$ cat src/rtl/tsg_pkg.sv
package tsg_pkg;
  typedef enum logic [1:0] {
    WAVE_CONST = 2'd0,
    WAVE_SINE  = 2'd1,
    WAVE_NOISE = 2'd2,
    WAVE_ALT   = 2'd3
  } wave_t;

  localparam int WORD_ENABLE = 0;
  localparam int WORD_SPP    = 1;
  localparam int WORD_WAVE   = 2;
  localparam int WORD_GAIN   = 3;
  localparam int WORD_CONST  = 4;
  localparam int WORD_PHASE  = 5;
  localparam int WORD_START  = 6;
endpackage

$ cat src/rtl/tsg_regs.sv
module tsg_regs
  import tsg_pkg::*;
#(
  parameter int ADDR_W       = 5,
  parameter int DATA_W       = 32,
  parameter int SAMPLE_W     = 16,
  parameter int SPP_W        = 16,
  parameter int DEFAULT_SPP  = 16,
  parameter int DEFAULT_GAIN = 32767
) (
  input  logic                clk,
  input  logic                rst,
  input  logic                wr_en,
  input  logic [ADDR_W-1:0]   wr_addr,
  input  logic [DATA_W-1:0]   wr_data,
  output logic                enable,
  output logic [SPP_W-1:0]    spp,
  output wave_t               wave,
  output logic [SAMPLE_W-1:0] gain,
  output logic [SAMPLE_W-1:0] const_i,
  output logic [SAMPLE_W-1:0] const_q,
  output logic [SAMPLE_W-1:0] phase_inc,
  output logic [DATA_W-1:0]   start_phasor
);
  localparam int IDX_LSB = 2;
  localparam int IDX_W   = ADDR_W - IDX_LSB;

  logic [IDX_W-1:0] idx;
  assign idx = wr_addr[ADDR_W-1:IDX_LSB];

  always_ff @(posedge clk) begin
    if (rst) begin
      enable       <= 1'b0;
      spp          <= SPP_W'(DEFAULT_SPP);
      wave         <= WAVE_CONST;
      gain         <= SAMPLE_W'(DEFAULT_GAIN);
      const_i      <= '0;
      const_q      <= '0;
      phase_inc    <= '0;
      start_phasor <= '0;
    end else if (wr_en) begin
      case (int'(idx))
        WORD_ENABLE: enable       <= wr_data[0];
        WORD_SPP:    spp          <= wr_data[SPP_W-1:0];
        WORD_WAVE:   wave         <= wave_t'(wr_data[1:0]);
        WORD_GAIN:   gain         <= wr_data[SAMPLE_W-1:0];
        WORD_CONST: begin
          const_i <= wr_data[2*SAMPLE_W-1:SAMPLE_W];
          const_q <= wr_data[SAMPLE_W-1:0];
        end
        WORD_PHASE:  phase_inc    <= wr_data[SAMPLE_W-1:0];
        WORD_START:  start_phasor <= wr_data;
        default: ;
      endcase
    end
  end

  // an unmapped word leaves the start phasor untouched
  p_unmapped_quiet_r11: assert property (@(posedge clk) disable iff (rst)
    (wr_en && int'(idx) > WORD_START) |=> $stable(start_phasor) && $stable(phase_inc));
endmodule

$ cat src/rtl/tsg_noise.sv
module tsg_noise #(
  parameter int                W      = 16,
  parameter logic [W-1:0]      TAPS   = 16'hD008,
  parameter logic [W-1:0]      SEED_I = 16'hACE1,
  parameter logic [W-1:0]      SEED_Q = 16'h1D2B
) (
  input  logic         clk,
  input  logic         rst,
  input  logic         step,
  output logic [W-1:0] noise_i,
  output logic [W-1:0] noise_q
);
  localparam int LANES = 2;

  logic [W-1:0] state [LANES];

  for (genvar g = 0; g < LANES; g++) begin : g_lane
    localparam logic [W-1:0] SEED = (g == 0) ? SEED_I : SEED_Q;
    logic fb;
    assign fb = ^(state[g] & TAPS);

    always_ff @(posedge clk) begin
      if (rst)       state[g] <= SEED;
      else if (step) state[g] <= {state[g][W-2:0], fb};
    end

    // a maximal-length register never falls into the all-zero lock
    p_lfsr_live_r5: assert property (@(posedge clk) disable iff (rst)
      state[g] != '0);
    // state moves only on a step request
    p_lfsr_idle_r10: assert property (@(posedge clk) disable iff (rst)
      !step |=> $stable(state[g]));
  end

  assign noise_i = state[0];
  assign noise_q = state[1];
endmodule

$ cat src/rtl/tsg_gain.sv
module tsg_gain #(
  parameter int SAMPLE_W = 16
) (
  input  logic [2*SAMPLE_W-1:0] din,
  input  logic [SAMPLE_W-1:0]   gain,
  output logic [2*SAMPLE_W-1:0] dout
);
  localparam int PW = 2*SAMPLE_W + 1;
  localparam logic signed [PW-1:0] RND  = PW'(1) <<< (SAMPLE_W-2);
  localparam logic signed [PW-1:0] MAXV = PW'((1 << (SAMPLE_W-1)) - 1);
  localparam logic signed [PW-1:0] MINV = -(PW'(1) <<< (SAMPLE_W-1));

  for (genvar c = 0; c < 2; c++) begin : g_comp
    logic signed [SAMPLE_W-1:0]   s;
    logic signed [2*SAMPLE_W-1:0] prod;
    logic signed [PW-1:0]         rnd;
    logic signed [PW-1:0]         sh;
    logic        [SAMPLE_W-1:0]   res;

    assign s    = din[c*SAMPLE_W +: SAMPLE_W];
    assign prod = s * $signed(gain);
    assign rnd  = {prod[2*SAMPLE_W-1], prod} + RND;
    assign sh   = rnd >>> (SAMPLE_W-1);

    always_comb begin
      if (sh > MAXV)      res = MAXV[SAMPLE_W-1:0];
      else if (sh < MINV) res = MINV[SAMPLE_W-1:0];
      else                res = sh[SAMPLE_W-1:0];
    end

    assign dout[c*SAMPLE_W +: SAMPLE_W] = res;
  end
endmodule

$ cat src/rtl/tsg_framer.sv
module tsg_framer #(
  parameter int DATA_W = 32,
  parameter int SPP_W  = 16
) (
  input  logic              clk,
  input  logic              rst,
  input  logic              enable,
  input  logic [SPP_W-1:0]  spp_cfg,
  input  logic [DATA_W-1:0] sample_in,
  output logic              advance,
  output logic [DATA_W-1:0] out_data,
  output logic              out_valid,
  output logic              out_last,
  input  logic              out_ready
);
  logic             load;
  logic [SPP_W-1:0] cnt;
  logic [SPP_W-1:0] spp_active;
  logic [SPP_W-1:0] spp_new;
  logic [SPP_W-1:0] spp_eff;
  logic             at_end;

  assign load    = !out_valid || out_ready;
  assign advance = load && enable;
  assign spp_new = (spp_cfg == '0) ? SPP_W'(1) : spp_cfg;
  assign spp_eff = (cnt == '0) ? spp_new : spp_active;
  assign at_end  = (cnt == spp_eff - SPP_W'(1));

  always_ff @(posedge clk) begin
    if (rst) begin
      out_valid  <= 1'b0;
      out_last   <= 1'b0;
      out_data   <= '0;
      cnt        <= '0;
      spp_active <= SPP_W'(1);
    end else if (load) begin
      if (enable) begin
        out_valid <= 1'b1;
        out_data  <= sample_in;
        out_last  <= at_end;
        cnt       <= at_end ? '0 : cnt + SPP_W'(1);
        if (cnt == '0) spp_active <= spp_new;
      end else begin
        out_valid <= 1'b0;
        out_last  <= 1'b0;
      end
    end
  end

  // a stalled sample is held unchanged
  p_hold_r10: assert property (@(posedge clk) disable iff (rst)
    (out_valid && !out_ready) |=> out_valid && $stable(out_data) && $stable(out_last));
  // nothing new becomes valid while disabled
  p_off_quiet_r2: assert property (@(posedge clk) disable iff (rst)
    (!enable && load) |=> !out_valid);
  // position inside a packet stays below the latched length
  p_cnt_bound_r7: assert property (@(posedge clk) disable iff (rst)
    (cnt != '0) |-> (cnt < spp_active));
  // latched length changes only at a packet boundary
  p_spp_stable_r9: assert property (@(posedge clk) disable iff (rst)
    (cnt != '0) |=> $stable(spp_active));
  // the latched length is never zero
  p_spp_nonzero_r8: assert property (@(posedge clk) disable iff (rst)
    spp_active != '0);
endmodule

$ cat src/rtl/tsg_top.sv
module tsg_top
  import tsg_pkg::*;
#(
  parameter int ADDR_W      = 5,
  parameter int SAMPLE_W    = 16,
  parameter int SPP_W       = 16,
  parameter int DEFAULT_SPP = 16
) (
  input  logic                  clk,
  input  logic                  rst,
  input  logic                  reg_wr_en,
  input  logic [ADDR_W-1:0]     reg_wr_addr,
  input  logic [31:0]           reg_wr_data,
  input  logic [2*SAMPLE_W-1:0] rot_sample,
  output logic                  rot_advance,
  output logic [SAMPLE_W-1:0]   rot_phase_inc,
  output logic [2*SAMPLE_W-1:0] rot_start,
  output logic [2*SAMPLE_W-1:0] out_data,
  output logic                  out_valid,
  output logic                  out_last,
  input  logic                  out_ready
);
  localparam int DW = 2*SAMPLE_W;

  logic                enable;
  logic [SPP_W-1:0]    spp;
  wave_t               wave;
  logic [SAMPLE_W-1:0] gain;
  logic [SAMPLE_W-1:0] const_i;
  logic [SAMPLE_W-1:0] const_q;
  logic [SAMPLE_W-1:0] noise_i;
  logic [SAMPLE_W-1:0] noise_q;
  logic [DW-1:0]       raw;
  logic [DW-1:0]       scaled;
  logic                advance;
  logic                noise_step;

  tsg_regs #(
    .ADDR_W(ADDR_W), .DATA_W(DW), .SAMPLE_W(SAMPLE_W),
    .SPP_W(SPP_W), .DEFAULT_SPP(DEFAULT_SPP),
    .DEFAULT_GAIN((1 << (SAMPLE_W-1)) - 1)
  ) u_regs (
    .clk(clk), .rst(rst),
    .wr_en(reg_wr_en), .wr_addr(reg_wr_addr), .wr_data(reg_wr_data),
    .enable(enable), .spp(spp), .wave(wave), .gain(gain),
    .const_i(const_i), .const_q(const_q),
    .phase_inc(rot_phase_inc), .start_phasor(rot_start)
  );

  assign noise_step  = advance && (wave == WAVE_NOISE);
  assign rot_advance = advance && (wave == WAVE_SINE);

  tsg_noise #(.W(SAMPLE_W)) u_noise (
    .clk(clk), .rst(rst), .step(noise_step),
    .noise_i(noise_i), .noise_q(noise_q)
  );

  always_comb begin
    case (wave)
      WAVE_SINE:  raw = rot_sample;
      WAVE_NOISE: raw = {noise_i, noise_q};
      default:    raw = {const_i, const_q};
    endcase
  end

  tsg_gain #(.SAMPLE_W(SAMPLE_W)) u_gain (
    .din(raw), .gain(gain), .dout(scaled)
  );

  tsg_framer #(.DATA_W(DW), .SPP_W(SPP_W)) u_framer (
    .clk(clk), .rst(rst), .enable(enable), .spp_cfg(spp),
    .sample_in(scaled), .advance(advance),
    .out_data(out_data), .out_valid(out_valid), .out_last(out_last),
    .out_ready(out_ready)
  );

  // the rotator strobe is never issued while the output is stalled
  p_rot_stall_r4: assert property (@(posedge clk) disable iff (rst)
    (out_valid && !out_ready) |-> !rot_advance);
endmodule

$ cat config.mk
export PLATFORM = sky130hd
export DESIGN_NAME = tsg_top
export DESIGN_NICKNAME = d
export VERILOG_FILES = /design/src/rtl/tsg_pkg.sv /design/src/rtl/tsg_regs.sv /design/src/rtl/tsg_noise.sv /design/src/rtl/tsg_gain.sv /design/src/rtl/tsg_framer.sv /design/src/rtl/tsg_top.sv
export SDC_FILE = /design/constraint.sdc
export NUM_CORES = 2
export LEC_CHECK = 0
export BUFFER_PORTS_ARGS = -buffer_cell sky130_fd_sc_hd__buf_2
export CAP_MARGIN = 20
export CORE_MARGIN = 2
export CORE_UTILIZATION = 40
export DETAILED_ROUTE_END_ITERATION = 7
export HOLD_SLACK_MARGIN = 0.02
export PLACE_DENSITY = 0.66
export SYNTH_ARGS = -nofsm -noshare
export SYNTH_HDL_FRONTEND = slang
export SYNTH_SLANG_ARGS = --single-unit
$ cat constraint.sdc
create_clock -name clk -period 18.8 [get_ports clk]
set_input_delay 4.7 -clock clk [delete_from_list [all_inputs] [get_ports clk]]
set_output_delay 4.7 -clock clk [all_outputs]
set_load 0.03 [all_outputs]
==> results.ini <==
[run]
drv_cap=0

[sta]
worst_pin_slew_ns=1.11
setup_slack_ns=6.78
fmax_mhz=83.2
maxSlewHeadroom_pct=25.8
hold_viol=0
maxSlewViolCount=0
rsz0062_at_grt=false
finalSetupTns_ns=0
fin_worst_skew_ns=0.0233
setup_viol_count_final=0
timing.final.crit_share_pct=63.9
min_period_ns=12.02

[pwr]
ir_worst_vdd_uv=69.6
power_density_nw_per_um2=52.5
power_mw=1.66
share_seq_of_total_power_pct=29.0
p_int_mw=1.02
p_switching_uw=638
power_frac_clock_pct=30.0
comb_power_share_pct=41.0
netSwitchingFraction_pct=38.4
leakage_nw=15.3

[worst_setup_path]
cpMostUsedCell=fa_1
cp_max_fo=12
cp.required_ns=19.29
crit_path_start_kind=input port
cp_slowest_cell=nor4_1
cp_top_family=adder cells
cp.arrival_ns=12.50
critPathMaxStageDelay_ns=0.83
cp-end-kind=flop
timing.critical_path.buf_inv=6
worstSetupPathType=input port to flop

[floorplan]
num_rows=98
io_pins=156
die_w_um=273
die_y_um=273
dieArea_um2=74700
initial_core_util_pct=40.5
core_area_um2=71600

[synthesis]
syn_area_per_cell_um2=8.74
yosys-top-cells-area=fa_1, dfxtp_1, inv_1
synth-edff-count=32
synthTopCellsByCount=inv_1, nand2_1, fa_1, and2_1, a21oi_1
async_flop_share_pct=0
synth_seq_cells=213
synthFlopType=dfxtp_1
yosys_warnings=0
ys_types=76
synth_seq_area_share_pct=15.8
synth_cells=3318
synth_top_cell_area_share_pct=36.9
synth_most_common_cell=inv_1
yosys.area.top_type=fa_1
synth_fp_nets=4086
netlist_area_um2=29000

[placed_design]
postPlaceCellArea_um2=30800
pre_cts_ws_ns=6.31
dp_cells=4323
dp_hpwl_mm=56.3
numPortBuffers=153
place_congestion=0.844

[global_route]
grt_usage_pct=19.9
busiest_layer=met2
antenna_found_initial=0
use_met3_pct=2.25
grtUsageMet2_pct=32.6
grt_pass1_vias=22809
use_met1_pct=28.0
grt_first_pass_wirelength_mm=120
grt-ovfl-total=0
grt_max_degree=82

[outcome]
status=finished clean

[routing]
drc_errors=0
first_pass_iters=5
antenna_left=0
post_drt_wl_per_cell_um=16.6
wl_mm=72.4
vias=22259
via_per_inst=5.09
initialDrtViolationCount=1399

[layout]
final_layout_size_suffix_gt1_share_pct=9.15
fill_cells=7086
nets=4170
finalNonFillerCells=4371
finalInstanceArea_um2=31700
insertedDiodeCount=0
area_growth_pct=9.20
seq_area_um2=4580
multi_input_area_um2=21500

[clock_network]
post_cts_buffers=0
cts_tree=built
root_buffer=clkbuf_16
cts_inserted_buffers=25
cts_buffer_depth=3
ctsHoldBuffers=0
htreeDepth=1
insertion_delay_ns=0.56
clk_pin_slew_ns=0.06
clkSinkCount=213
postCtsResizedCells=0

[min_path]
hp-class=flop to flop

per-stage QoR:
stage          hold slack, ns  util (%)
2_1_floorplan           0.432         -
3_3_place_gp            0.438      43.0
3_5_place_dp            0.446      43.0
4_1_cts                 0.455      44.2
5_1_grt                 0.471      44.2
6_report                0.454      44.2
cells in the final DEF (no fill, tap or decap), types with 64 or more instances in the layout:
| cell type | synthesis | final |
|---|---|---|
| buf_2 | 6 | 152 |
| ha_1 | 161 | 160 |
| dfxtp_1 | 181 | 181 |
| nand2_1 | 579 | 579 |
| a21oi_1 | 193 | 193 |
| fa_1 | 534 | 534 |
| nor2_1 | 88 | 87 |
| buf_4 | 0 | 64 |
| and2_1 | 256 | 255 |
| o21ai_0 | 89 | 76 |
| inv_1 | 606 | 606 |
worst min-delay path, cell delays in order, from the launching register on:
cell	delay, ns
dfxtp_1	0.31
nand2_1	0.05
a21oi_1	0.05
layer usage:
layer	wire, um	up-vias	part of all wire [%]
li1	-	10387	-
met1	33100	11188	46
met2	33600	596	46
met3	4100	88	5.7
met4	1680	0	2.3
met5	0	-	0
layout make-up:
type	instances	area share, %
Multi-Input combinational cell	2338	68.0
Sequential cell	213	14.5
Inverter	607	7.20
Timing Repair Buffer	217	3.97
Tap cell	950	3.75
Clock buffer	33	2.23
Clock inverter	13	0.407
sequential cells by signal, indices dropped and copies added, names as in the netlist:
| signal | flops |
|---|---|
| u_framer.cnt | 16 |
| u_framer.out_data | 32 |
| u_framer.out_last | 1 |
| u_framer.out_valid | 1 |
| u_framer.spp_active | 16 |
| u_noise.state | 32 |
| u_regs.const_i | 16 |
| u_regs.const_q | 16 |
| u_regs.enable | 1 |
| u_regs.gain | 16 |
| u_regs.phase_inc | 16 |
| u_regs.spp | 16 |
| u_regs.start_phasor | 32 |
| u_regs.wave | 2 |
final timing paths:
kind,endpoint,slack (ns),cells after the start,startpoint
max,u_framer.out_data[11],6.78,25,rot_sample[10]
min,u_regs.start_phasor[8],0.45,2,u_regs.start_phasor[8]
max reg2reg,u_framer.out_data[11],9.86,27,u_regs.wave[0]
min reg2reg,u_regs.start_phasor[8],0.45,2,u_regs.start_phasor[8]
cell families after synthesis:
logic type	count (synthesis)	synth area share [%]
xor gates and xnor gates	87	2.63
DFF	213	15.8
AOI/OAI and AO/OA	404	8.22
and+or+nand+nor	1127	18.6
muxes	25	0.936
adders and majority gates	695	43.8
buffers and inverters	767	10.0
power groups by stage:
| stage | combinational, mW | sequential, mW | clock (mW) |
|---|---|---|---|
| floorplan | 0.507 | 0.497 | 0 |
| global placement | 0.665 | 0.492 | 0 |
| detailed placement | 0.680 | 0.492 | 0 |
| CTS | 0.684 | 0.482 | 0.510 |
| finish | 0.681 | 0.482 | 0.498 |
| global route | 0.785 | 0.483 | 0.528 |
(Power assumes the default switching activity.)
